**config.mk**
```make
export PLATFORM = sky130hd
export DESIGN_NAME = wp_lock_mgr
export DESIGN_NICKNAME = d
export VERILOG_FILES = /design/src/rtl/wplk_pkg.sv /design/src/rtl/wplk_range_regs.sv /design/src/rtl/wplk_state_array.sv /design/src/rtl/wplk_walker.sv /design/src/rtl/wp_lock_mgr.sv
export SDC_FILE = /design/constraint.sdc
export NUM_CORES = 1
export LEC_CHECK = 0
export ABC_AREA = 1
export BUFFER_PORTS_ARGS = -buffer_cell sky130_fd_sc_hd__buf_2
export CORE_AREA = 8 8 150 152
export DETAILED_ROUTE_END_ITERATION = 6
export DIE_AREA = 0 0 158 160
export PLACE_DENSITY = 0.41
export SLEW_MARGIN = 20
export SYNTH_ARGS = -nofsm -noshare
export SYNTH_HDL_FRONTEND = slang
export SYNTH_SLANG_ARGS = --single-unit
```
**constraint.sdc**
```tcl
create_clock -name clk -period 3 [get_ports clk]
set_input_delay 0.15 -clock clk [delete_from_list [all_inputs] [get_ports clk]]
set_output_delay 0.15 -clock clk [all_outputs]
set_load 0.01 [all_outputs]
```
**src/rtl/wplk_pkg.sv**
```systemverilog
package wplk_pkg;
  typedef enum logic [2:0] {
    PS_TIGHT  = 3'b001,
    PS_LOCKED = 3'b010,
    PS_OPEN   = 3'b100
  } prot_e;

  localparam logic [7:0] OP_OPEN_RANGE  = 8'h23;
  localparam logic [7:0] OP_OPEN_ALL    = 8'h27;
  localparam logic [7:0] OP_LOCK_RANGE  = 8'h2A;
  localparam logic [7:0] OP_TIGHT_RANGE = 8'h2C;

  typedef enum logic [1:0] {
    W_IDLE = 2'd0,
    W_WALK = 2'd1,
    W_FIN  = 2'd2
  } wstate_e;
endpackage

```
**src/rtl/wplk_range_regs.sv**
```systemverilog
module wplk_range_regs #(
  parameter  int NUM_BLK = 16,
  parameter  int DATA_W  = 16,
  localparam int ADDR_W  = $clog2(NUM_BLK)
) (
  input  logic              clk,
  input  logic              rst_n,
  input  logic              start_we,
  input  logic              end_we,
  input  logic [DATA_W-1:0] wr_data,
  output logic [ADDR_W-1:0] range_start,
  output logic [ADDR_W-1:0] range_end
);
  logic [ADDR_W-1:0] wr_masked;
  logic [ADDR_W-1:0] start_d, end_d, start_q, end_q;
  logic              start_en, end_en;

  always_comb begin
    wr_masked = ADDR_W'(wr_data & DATA_W'(NUM_BLK - 1));
    start_en  = start_we;
    end_en    = start_we | end_we;
    start_d   = wr_masked;
    end_d     = wr_masked;
  end

  always_ff @(posedge clk or negedge rst_n) begin
    if (!rst_n) begin
      start_q <= '0;
      end_q   <= '0;
    end else begin
      if (start_en) start_q <= start_d;
      if (end_en)   end_q   <= end_d;
    end
  end

  assign range_start = start_q;
  assign range_end   = end_q;
endmodule

```
**src/rtl/wplk_state_array.sv**
```systemverilog
module wplk_state_array import wplk_pkg::*; #(
  parameter  int NUM_BLK = 16,
  localparam int ADDR_W  = $clog2(NUM_BLK)
) (
  input  logic              clk,
  input  logic              rst_n,
  input  logic              upd_en,
  input  logic [ADDR_W-1:0] walk_idx,
  input  logic [2:0]        upd_val,
  output logic [2:0]        walk_state,
  input  logic [ADDR_W-1:0] q_blk,
  output logic [2:0]        q_state
);
  logic [2:0] blk_q [NUM_BLK];

  for (genvar i = 0; i < NUM_BLK; i++) begin : g_blk
    logic blk_en;
    assign blk_en = upd_en && (walk_idx == ADDR_W'(i));
    always_ff @(posedge clk or negedge rst_n) begin
      if (!rst_n)      blk_q[i] <= PS_LOCKED;
      else if (blk_en) blk_q[i] <= upd_val;
    end
  end

  assign walk_state = blk_q[walk_idx];
  assign q_state    = blk_q[q_blk];
endmodule

```
**src/rtl/wplk_walker.sv**
```systemverilog
module wplk_walker import wplk_pkg::*; #(
  parameter  int NUM_BLK = 16,
  localparam int ADDR_W  = $clog2(NUM_BLK),
  localparam int IDX_W   = ADDR_W + 1
) (
  input  logic              clk,
  input  logic              rst_n,
  input  logic              cmd_valid,
  input  logic [7:0]        cmd_code,
  input  logic              int_clr,
  input  logic [ADDR_W-1:0] range_start,
  input  logic [ADDR_W-1:0] range_end,
  input  logic [2:0]        cur_state,
  output logic [ADDR_W-1:0] walk_idx,
  output logic              upd_en,
  output logic [2:0]        upd_val,
  output logic              busy,
  output logic              done,
  output logic              int_pend,
  output logic [2:0]        wp_status
);
  wstate_e          state_q, state_d;
  logic [IDX_W-1:0] idx_q, idx_d, last_q, last_d;
  logic [7:0]       op_q, op_d;
  logic             pend_q, pend_d;
  logic [2:0]       wp_q, wp_d;
  logic             code_ok, accept, in_range, at_last, advance;

  always_comb begin
    state_d  = state_q;
    idx_d    = idx_q;
    last_d   = last_q;
    op_d     = op_q;
    pend_d   = pend_q;
    upd_en   = 1'b0;
    upd_val  = cur_state;
    advance  = 1'b0;
    code_ok  = (cmd_code == OP_OPEN_RANGE) || (cmd_code == OP_OPEN_ALL) ||
               (cmd_code == OP_LOCK_RANGE) || (cmd_code == OP_TIGHT_RANGE);
    accept   = (state_q == W_IDLE) && cmd_valid && !pend_q && code_ok;
    in_range = (idx_q <= last_q) && (idx_q < IDX_W'(NUM_BLK));
    at_last  = (idx_q == last_q);
    if (int_clr) pend_d = 1'b0;
    case (state_q)
      W_IDLE: begin
        if (accept) begin
          op_d    = cmd_code;
          pend_d  = 1'b1;
          state_d = W_WALK;
          if (cmd_code == OP_OPEN_ALL) begin
            idx_d  = '0;
            last_d = IDX_W'(NUM_BLK - 1);
          end else begin
            idx_d  = {1'b0, range_start};
            last_d = {1'b0, range_end};
          end
        end
      end
      W_WALK: begin
        if (!in_range) begin
          state_d = W_FIN;
        end else if (op_q == OP_TIGHT_RANGE) begin
          if (cur_state != PS_OPEN) begin
            upd_en  = 1'b1;
            upd_val = PS_TIGHT;
          end
          advance = 1'b1;
        end else if (cur_state == PS_TIGHT) begin
          state_d = W_FIN;
        end else begin
          upd_en  = 1'b1;
          upd_val = (op_q == OP_LOCK_RANGE) ? PS_LOCKED : PS_OPEN;
          advance = 1'b1;
        end
        if (advance) begin
          if (at_last) state_d = W_FIN;
          else         idx_d   = idx_q + 1'b1;
        end
      end
      default: state_d = W_IDLE;
    endcase
    wp_d = upd_en ? upd_val : wp_q;
  end

  always_ff @(posedge clk or negedge rst_n) begin
    if (!rst_n) begin
      state_q <= W_IDLE;
      idx_q   <= '0;
      last_q  <= '0;
      op_q    <= '0;
      pend_q  <= 1'b0;
      wp_q    <= PS_LOCKED;
    end else begin
      state_q <= state_d;
      idx_q   <= idx_d;
      last_q  <= last_d;
      op_q    <= op_d;
      pend_q  <= pend_d;
      wp_q    <= wp_d;
    end
  end

  assign walk_idx  = idx_q[ADDR_W-1:0];
  assign busy      = (state_q != W_IDLE);
  assign done      = (state_q == W_FIN);
  assign int_pend  = pend_q;
  assign wp_status = wp_q;
endmodule

```
**src/rtl/wp_lock_mgr.sv**
```systemverilog
module wp_lock_mgr #(
  parameter  int NUM_BLK = 16,
  parameter  int DATA_W  = 16,
  localparam int ADDR_W  = $clog2(NUM_BLK)
) (
  input  logic              clk,
  input  logic              rst_n,
  input  logic              start_we,
  input  logic              end_we,
  input  logic [DATA_W-1:0] wr_data,
  input  logic              cmd_valid,
  input  logic [7:0]        cmd_code,
  input  logic              int_clr,
  input  logic [ADDR_W-1:0] q_blk,
  output logic [2:0]        q_state,
  output logic [ADDR_W-1:0] range_start,
  output logic [ADDR_W-1:0] range_end,
  output logic [2:0]        wp_status,
  output logic              busy,
  output logic              done,
  output logic              int_pend
);
  logic [ADDR_W-1:0] walk_idx;
  logic              upd_en;
  logic [2:0]        upd_val, walk_state;

  wplk_range_regs #(.NUM_BLK(NUM_BLK), .DATA_W(DATA_W)) u_regs (
    .clk(clk), .rst_n(rst_n), .start_we(start_we), .end_we(end_we),
    .wr_data(wr_data), .range_start(range_start), .range_end(range_end)
  );

  wplk_walker #(.NUM_BLK(NUM_BLK)) u_walk (
    .clk(clk), .rst_n(rst_n), .cmd_valid(cmd_valid), .cmd_code(cmd_code),
    .int_clr(int_clr), .range_start(range_start), .range_end(range_end),
    .cur_state(walk_state), .walk_idx(walk_idx), .upd_en(upd_en),
    .upd_val(upd_val), .busy(busy), .done(done), .int_pend(int_pend),
    .wp_status(wp_status)
  );

  wplk_state_array #(.NUM_BLK(NUM_BLK)) u_arr (
    .clk(clk), .rst_n(rst_n), .upd_en(upd_en), .walk_idx(walk_idx),
    .upd_val(upd_val), .walk_state(walk_state), .q_blk(q_blk),
    .q_state(q_state)
  );
endmodule

```
-- Yosys cells after proc, flatten, opt, wreduce, memory -nomap -nowiden
Cells that the tools add are included.
W data, S select, Z words.
- register bits after elaboration: 80
- input bits: 34
- output and inout port bits: 17
- word-level logic and storage cells: 127
- mux-type cells: 36
- $lt $le $gt $ge: 4
- reduce and logical (&&, ||, !) cells: 30
- bitwise gates (word level): 3
- add/sub/neg operators: 1
- eq/ne operators: 29
- operator list (kind ; count):
    $eq A8 B6 Y1 const B ; 6
    $eq A4 B4 Y1 const B ; 8
    $mux W3 ; 10
    $bmux W3 S4 ; 2
    $logic_and A1 B1 Y1 ; 20
    $eq A4 B3 Y1 const B ; 4
    $mux W5 ; 3
    $mux W2 ; 6
    $mux W1 ; 11
    $ge A5 B5 Y1 const B ; 2
    $not A4 Y5 ; 2
    $pmux W5 S2 ; 1
    $eq A4 B2 Y1 const B ; 2
    $mux W4 ; 2
    $add A5 B1 Y5 const B ; 1
    $eq A5 B5 Y1 ; 1
    $le A5 B5 Y1 ; 1
    $lt A5 B5 Y1 const B ; 1
    $eq A4 B1 Y1 const B ; 1
    $logic_not A4 Y1 ; 1
    $ne A2 B1 Y1 const B ; 2
    $pmux W2 S2 ; 1
    $reduce_and A4 Y1 ; 1
    $reduce_bool A2 Y1 ; 2
    other kinds (10) ; 12

-- Logic depth before layout (Yosys ltp)
Gate-level depths: netlist of the first run.
- depth in word-level cells: 11
- mapped depth: 18
- depth with buffers taken out: 15

-- Cells and area by module
A second synthesis of the first run with hierarchy kept.
- cells, all modules: 703
- area, all modules: 4828.4 sq um
- by module, submodules not included (module ; times used ; seq. area each (sq um) ; area an instance (sq um) ; cells each):
    wplk_state_array ; 1 ; 1221.2 ; 3019.1 ; 467
    wplk_walker ; 1 ; 576.8 ; 1493.9 ; 202
    wplk_range_regs ; 1 ; 200.2 ; 315.3 ; 34

-- Worst setup path before layout of the first run
OpenSTA, ideal clock, no wires.
- path kind: flip-flop to flip-flop
- start: register u_walk.idx_q[0]
- end: register u_arr.blk_q[11] in the netlist's numbering
- setup slack: 0.803 ns
- cell stages (with the launch flop): 17
- period minus slack after synthesis: 2.197 ns
- arrival time: 2.080 ns
- path buffers: 3
- required time: 2.884 ns
- setup time: 0.116 ns
- cells stage by stage: dfrtp_1 buf_6 inv_6 buf_6 ha_1 nand4_1 nor2_1 inv_1 nand2_1 nand2_1 inv_1 nand2_1 nor2_4 buf_12 nand2_4 nand2_1 nand2_1
- cells in the longest elaborated chain, start to end: 10
- elaborated cells between the ends (all ways): 21
- those cells by class: order compare: 2; eq/ne: 3; mux: 13; bitwise: 1; reduce/logical: 2
- RTL lines (what ; line ; RTL):
    start, declared ; wplk_walker.sv:23 ; logic [IDX_W-1:0] idx_q, idx_d, last_q, last_d;
    start signal, assigned ; wplk_walker.sv:95 ; idx_q <= idx_d;
    $not A4 Y5 (not written as such) ; wplk_state_array.sv:25 ; assign walk_state = blk_q[walk_idx];
    $bmux W3 S4 ; wplk_state_array.sv:25 ;
    $mux W3 (not written as such) (2 in series) ; wplk_state_array.sv:25 ;
    $eq A3 B1 Y1 or $ne A3 B3 Y1 (tied branches) ; wplk_walker.sv:68, wplk_walker.sv:63 ;
    $mux W1 (on tied branches) ; wplk_walker.sv:68, wplk_walker.sv:63 ;
    $mux W1 ; wplk_walker.sv:62 ; end else if (op_q == OP_TIGHT_RANGE) begin
    $mux W1 ; wplk_walker.sv:60 ; if (!in_range) begin
    $mux W1 ; wplk_walker.sv:44 ; case (state_q)
    $logic_and A1 B1 Y1 ; wplk_state_array.sv:18 ; assign blk_en = upd_en && (walk_idx == ADDR_W'(i));
    end signal, assigned by index ; wplk_state_array.sv:21 ; else if (blk_en) blk_q[i] <= upd_val;
    end, declared ; wplk_state_array.sv:14 ; logic [2:0] blk_q [NUM_BLK];
Several ways; a longest one is shown, not always the timed one. The select of a mux whose other input is x is not followed.
A chain may end at the register's enable or synchronous reset.

-- Worst setup path in the final report of the first run
- start: register u_walk.idx_q[0]
- end: register u_arr.blk_q[2] in the netlist's numbering
The elaborated chain is that of the path after synthesis.

==> results of run 1 <==
cell families (layout without fill, tap and decap cells):
kind of cell    count (synthesis)  count (layout)  share of synthesized area [%]
compound gates                 86              86                          9.687
fa+ha+maj                       8               8                          2.034
flops                          79              79                          40.61
simple gates                  401             401                          34.96
xor+xnor                        3               3                         0.5340
mux                             2               2                         0.4576
buf+inv                       133             174                          11.72
area by class of cell:
type,count,area (µm²),share of cell area (%)
flip-flops and latches,79,1998,35.14
inverters,111,421.7,7.415
clock buffers,11,242.7,4.268
clock inverters,5,58.81,1.034
multi-input cells,500,2346,41.25
repair buffers,47,281.5,4.950
well taps,270,337.8,5.941
metrics by stage:
step / std cells / hold WS, ns / worst slack, ns / total power [mW] / utilization, %
finish: 1023 / 0.02436 / 0.5866 / 4.450 / 28.38
global route: 1023 / 0.02574 / 0.3069 / 4.812 / 28.38
CTS: 1022 / 0.004305 / 0.5940 / 4.534 / 28.31
detailed placement: 1005 / 0.3329 / 0.6127 / 3.374 / 26.75
global placement: 1005 / 0.3405 / 0.5976 / 3.368 / 26.75
floorplan: 712 / -0.1456 / 0.8035 / 2.818 / -
sequential cells by signal (all words and copies together) (netlist names):
name                flops
u_arr.blk_q            48
u_walk.op_q             8
u_walk.idx_q            5
u_regs.range_end        4
u_regs.range_start      4
u_walk.last_q           4
u_walk.wp_status        3
u_walk.state_q          2
u_walk.int_pend         1
metal layers:
layer | part of all wire (%) | GRT usage (%)
met4 | 1.4 | 3.645
met1 | 51 | 15.86
met2 | 44 | 17.71
met5 | 0 | 0
met3 | 3.4 | 2.834
worst min-delay path: cells and delay by family:
family / cells / cell delay [ns]
simple gates: 2 / 0.09
buf+inv: 1 / 0.10
cells in the mapped netlist, drive strengths merged, types with 2 or more instances:
| cell type | number |
|---|---|
| o221ai | 5 |
| ha | 8 |
| o31ai | 2 |
| nand3 | 35 |
| nand2 | 289 |
| nor3 | 4 |
| inv | 110 |
| mux2 | 2 |
| nor2 | 64 |
| o21ai | 44 |
| nand3b | 2 |
| dfrtp | 62 |
| nand4 | 4 |
| nor4 | 2 |
| dfstp | 17 |
| o22ai | 2 |
| xnor2 | 2 |
| a21oi | 30 |
| buf | 14 |
| clkbuf | 8 |
power groups by stage:
stage / sequential [mW] / clock [mW] / combinational, mW
global placement: 1.36 / 0 / 2.00
detailed placement: 1.36 / 0 / 2.01
global route: 1.37 / 1.21 / 2.23
CTS: 1.35 / 1.17 / 2.02
finish: 1.34 / 1.13 / 1.98
floorplan: 1.34 / 0 / 1.48
worst max-delay path by stage:
stage	cells after the start	startpoint	endpoint
2_1_floorplan	16	u_walk.idx_q[0]	u_arr.blk_q[11]
3_3_place_gp	14	u_walk.idx_q[2]	u_arr.blk_q[0]
3_5_place_dp	13	u_walk.idx_q[0]	u_arr.blk_q[14]
4_1_cts	14	u_walk.idx_q[2]	u_arr.blk_q[0]
5_1_grt	13	u_walk.idx_q[3]	u_arr.blk_q[15]
6_report	13	u_walk.idx_q[0]	u_arr.blk_q[2]
==> summary.md, run 1 <==
| Metric | Value |
|---|---|
| Hold_sp | cmd_code[0] |
| Arrival time at the worst endpoint | 2.64 ns |
| Pint | 2.444 mW |
| Flops & latches, synth | 79 |
| Via density | 4.199 |
| Comb pwr share | 44.5% |
| Most common cell after layout, fill and taps aside | nand2_1 |
| CP max stage cell | dfrtp_1 |
| F_max | 0.4143 GHz |
| Site Rows | 52 |
| Worst Setup End Kind | register |
| VDD IR max | 0.2557 mV |
| Count of cells resized by post-cts repair | 0 |
| Final setup viols | 0 |
| Post-synthesis sequential area ratio | 40.61% |
| Die Footprint | 25280 µm² |
| R2R Setup Slk | 0.59 ns |
| Fraction of layout cells with a size suffix above 1 | 14.74% |
| Yosys cell types | 41 |
| Share of the synthesized area in the top cell type | 31.53% |
| Mapped Area | 4921 µm² |
| ANT cells | 0 |
| Worst-margin pin slew | 0.7493 ns |
| Hold depth | 3 |
| Final Cycle Share | 80.45% |
| Ys async rst share | 100.0% |
| Net Sw Power | 2.006 mW |
| Synthesized netlist cell count | 712 |
| Clock power frac | 25.3% |
| Crit start category | register |
| Leakage | 2.929 nW |
| Pins Over Slew Limit | 0 |
| Data required time of the critical path | 3.23 ns |
| Core area | 20040 µm² |
| Launching point of the worst reg2reg path | u_walk.idx_q[0] |
| Hold path endpoint | u_walk.op_q[0] |
| First-pass GRT wire length | 22780 µm |
| Max Cap Violations | 0 |
| Synth Net Count | 754 |
| Critical-path cell list | buf_4 > nand2_1 > nand3_1 > nand2_1 > nand2_1 > nand2_1 > nor2_2 > nand4_2 > nand3_1 > buf_4 > nor2_1 > nand2_1 > nand2_1 |
| Initial core utilization | 24.56% |
| Drt drc | 0 |
| Most frequent cells in the layout | 274 x nand2_1, 103 x inv_1, 62 x dfrtp_1, 59 x nor2_1, 43 x o21ai_0 |
| Drt total wl | 14110 µm |
| RSZ-0062 raised after global routing | false |
| Die Height | 160 µm |
| Post-DP HPWL | 9781 µm |
| Clock transition at path regs | 0.07 ns |
| Final ANT Viol Nets | 0 |
| EDFF count, synth | 0 |
| Setup bufs post-CTS | 0 |
| Wire length per cell | 13.79 µm |
| CTS Hold Bufs | 1 |
| Synth area leaders | dfrtp_1 32%, nand2_1 21%, dfstp_2 9.1%, inv_1 7.9%, nor2_1 4.5% |
| CP dominant cell by count | nand2_1 |
| Max incr delay on CP | 0.41 ns |
| Vias in the first global route | 4238 |
| Crit Path Category | reg -> reg |
| Synthesis-to-finish area growth | 15.56% |
| Reg power frac | 30.2% |
| Status | complete, no violations |
| CTS max path bufs | 2 |
| H-Tree Depth | 3 |
| Synthesis warning total | 0 |
| Fin area | 5687 µm² |
| Root buffer cell | clkbuf_16 |
| Clk Latency, worst-skew pair | 0.34 ns |
| Post-synth top area cell | dfrtp_1 |
| Minimum clock period | 2.413 ns |
| GRT overflow | 0 |
| Largest net degree at the start of global routing | 79 |
| DRT Pass-1 Iters | 4 |
| Hold Violations, Final | 0 |
| Switch share | 45.07% |
| CTS tree | done |
| Initial antenna violation count | 0 |
| Worst min path class | in -> reg |
| Port bufs | 38 |
| Mean Syn Cell Area | 6.911 µm² |
| Fill cells | 2282 |
| CTS sink count | 79 |
| Main synth FF type | dfrtp_1 |
| IO Count | 51 |
| Crit path buf inv count | 2 |
| RR Endpoint | u_arr.blk_q[2] |
| Worst path top cell family by delay | simple AND/OR/NAND/NOR gates |
| Setup TNS | 0 ns |
| Total Nets Final | 790 |
| DIE WIDTH | 158 µm |
| Clock buffer count from CTS | 9 |
| Post-Place Cell Area | 5361 µm² |
| GPL Wtd Cong | 0.7903 |
| Clk_skew | 0.008512 ns |
| R2R depth | 13 |
| Initial DRC count | 248 |
| Critical-path maximum fanout | 28 |
| Total track usage | 11.64% |
| Relative slew slack | 50.05% |
| Power Density | 782.5 nW/µm² |
| Via count | 4296 |
Note: power is estimated with default switching activity, not from simulation.
==> run 2: changes to the inputs <==
--- a/config.mk
+++ b/config.mk
@@ -10,7 +10,7 @@
 export CORE_AREA = 8 8 150 152
 export DETAILED_ROUTE_END_ITERATION = 6
 export DIE_AREA = 0 0 158 160
-export PLACE_DENSITY = 0.41
+export PLACE_DENSITY = 0.42
 export SLEW_MARGIN = 20
 export SYNTH_ARGS = -nofsm -noshare
 export SYNTH_HDL_FRONTEND = slang
==> constraint.sdc (replaced) <==
create_clock -name clk -period 2 [get_ports clk]
set_input_delay 0.1 -clock clk [delete_from_list [all_inputs] [get_ports clk]]
set_output_delay 0.1 -clock clk [all_outputs]
set_load 0.01 [all_outputs]
==> summary.md, run 2 (same netlist as run 1, synthesis figures left out) <==
| Metric | Value |
|---|---|
| Biggest regs | u_arr.blk_q: 48 flops, u_walk.op_q: 8 flops, u_walk.idx_q: 5 flops |
| Fin Hold WS | 0.02894 ns |
| Largest net degree at the start of global routing | 49 |
| GPL Wtd Cong | 0.7915 |
| First-pass GRT wire length | 26490 µm |
| Core area | 20040 µm² |
| Critical-path cell list | inv_6 > buf_12 > ha_4 > nand4_1 > nor2_2 > inv_1 > nand2_2 > nand2_2 > inv_2 > nand2_2 > nor2_4 > buf_4 > buf_4 > nand2_4 > nand2_1 > nand2_1 |
| Data required time of the critical path | 2.24 ns |
| H-Tree Depth | 3 |
| Relative slew slack | 62.25% |
| Critical-path maximum fanout | 8 |
| Die Footprint | 25280 µm² |
| Minimum clock period | 2.166 ns |
| Fraction of layout cells with a size suffix above 1 | 30.84% |
| F_max | 0.4618 GHz |
| Final Cycle Share | 108.3% |
| Via count | 4856 |
| Arrival time at the worst endpoint | 2.41 ns |
| Fill cells | 2233 |
| RSZ-0062 raised after global routing | true |
| CP dominant cell by count | nand2_2 |
| CTS max path bufs | 2 |
| Crit Path Category | reg -> reg |
| VDD IR max | 0.7000 mV |
| Worst Setup End Kind | register |
| Sequential cell area | 2002 µm² |
| Root buffer cell | clkbuf_16 |
| Drt total wl | 16170 µm |
| Hold Violations, Final | 0 |
| CP max stage cell | dfrtp_2 |
| Clk_skew | 0.005962 ns |
| Clock transition at path regs | 0.06 ns |
| Launching point of the worst reg2reg path | u_walk.idx_q[0] |
| Initial core utilization | 24.56% |
| Setup WS post-layout | -0.1657 ns |
| Setup TNS | -6.842 ns |
| Die Height | 160 µm |
| Clk Latency, worst-skew pair | 0.35 ns |
| Max Cap Violations | 0 |
| Worst-margin pin slew | 0.5662 ns |
| Post-DP HPWL | 11440 µm |
| Total Nets Final | 919 |
| IO Count | 51 |
| Leakage | 3.667 nW |
| Final ANT Viol Nets | 0 |
| CTS tree | done |
| GRT overflow | 0 |
| Hold_sp | start_we |
| Clock buffer count from CTS | 9 |
| Via density | 4.215 |
| CTS sink count | 79 |
| Most common cell after layout, fill and taps aside | nand2_1 |
| Initial antenna violation count | 0 |
| ANT cells | 0 |
| Initial DRC count | 166 |
| Final setup viols | 57 |
| Most frequent cells in the layout | 266 x nand2_1, 110 x buf_4, 101 x inv_1, 59 x dfrtp_1, 40 x nor2_1 |
| Site Rows | 52 |
| Most flops, register | u_arr.blk_q |
| DIE WIDTH | 158 µm |
| Port bufs | 38 |
| Wire length per cell | 14.04 µm |
| Power Density | 1203 nW/µm² |
| Setup crit start | u_walk.idx_q[0] |
| DRT Pass-1 Iters | 5 |
| Violated checks | negative setup slack |
| Worst min path class | in -> reg |
| Total track usage | 13.50% |
| Status | finished with violations |
| Max incr delay on CP | 0.43 ns |
| Area of the multi-input gates | 2582 µm² |
| Max reg flops | 48 |
| Synthesis-to-finish area growth | 45.18% |
| Vias in the first global route | 4917 |
| Drt drc | 0 |
| Crit start category | register |
| Pins Over Slew Limit | 0 |
==> run 2: area by class of cell <==
cell class,count,share of cell area [%]
well taps,270,4.729
flip-flops and latches,79,28.02
multi-input cells,500,36.15
repair buffers,175,20.35
inverters,111,6.077
clock buffers,13,3.643
repair inverters,1,0.1226
clock inverters,3,0.9107
==> run 2: routing by layer <==
layer / track usage, % / up-vias / part of all wire, %
li1: - / 2524 / -
met1: 18.11 / 2216 / 49
met2: 21.12 / 100 / 45
met3: 3.347 / 16 / 4.5
met4: 3.602 / 0 / 1.3
met5: 0 / - / 0
==> run 2: final timing paths <==
kind	cells past startpoint	slack, ns	to
setup / recovery	16	-0.17	u_arr.blk_q[6]
hold / removal	2	0.03	u_regs.range_start[0]
setup reg to reg	16	-0.17	u_arr.blk_q[6]
hold reg to reg	2	0.46	u_arr.blk_q[7]
max in group asynchronous	3	1.11	u_arr.blk_q[28]
min in group asynchronous	2	0.28	u_arr.blk_q[15]
==> run 2: critical path, delay by kind of cell (launching register included) <==
family	cells	cell delay, ns
simple gates	9	0.71
buf+inv	6	0.68
flops	1	0.43
fa+ha+maj	1	0.24
==> run 2: stage by stage <==
| step | worst slack [ns] | power [mW] | cells | instance area, µm² | utilization [%] |
|---|---|---|---|---|---|
| 6_report | -0.1657 | 8.591 | 1152 | 7144 | 35.65 |
| 5_1_grt | -0.3179 | 9.175 | 1152 | 7144 | 35.65 |
| 4_1_cts | -0.1532 | 8.610 | 1152 | 7093 | 35.40 |
| 3_5_place_dp | -0.5955 | 6.048 | 1112 | 6285 | 31.36 |
| 3_3_place_gp | -0.5664 | 6.082 | 1112 | 6285 | 31.36 |
| 2_1_floorplan | -0.1307 | 4.265 | 712 | 4956 | - |
==> run 2: what timing repair did <==
action / in CTS / in global routing
hold endpoints to repair: 37 / 0
hold buffers: 8 / 0
buffers inserted: 13 / 0
endpoints found under the setup margin: 58 / 59
cloned: 3 / 0
pin swaps: 25 / 3
gates resized for setup: 54 / 16
==> run 2: where the power goes <==
part	switching, mW	internal (mW)	total [mW]	leakage [nW]
clock	0.700	1.16	1.86	0.160
combinational	2.71	2.00	4.71	2.53
sequential	0.168	1.85	2.02	0.981
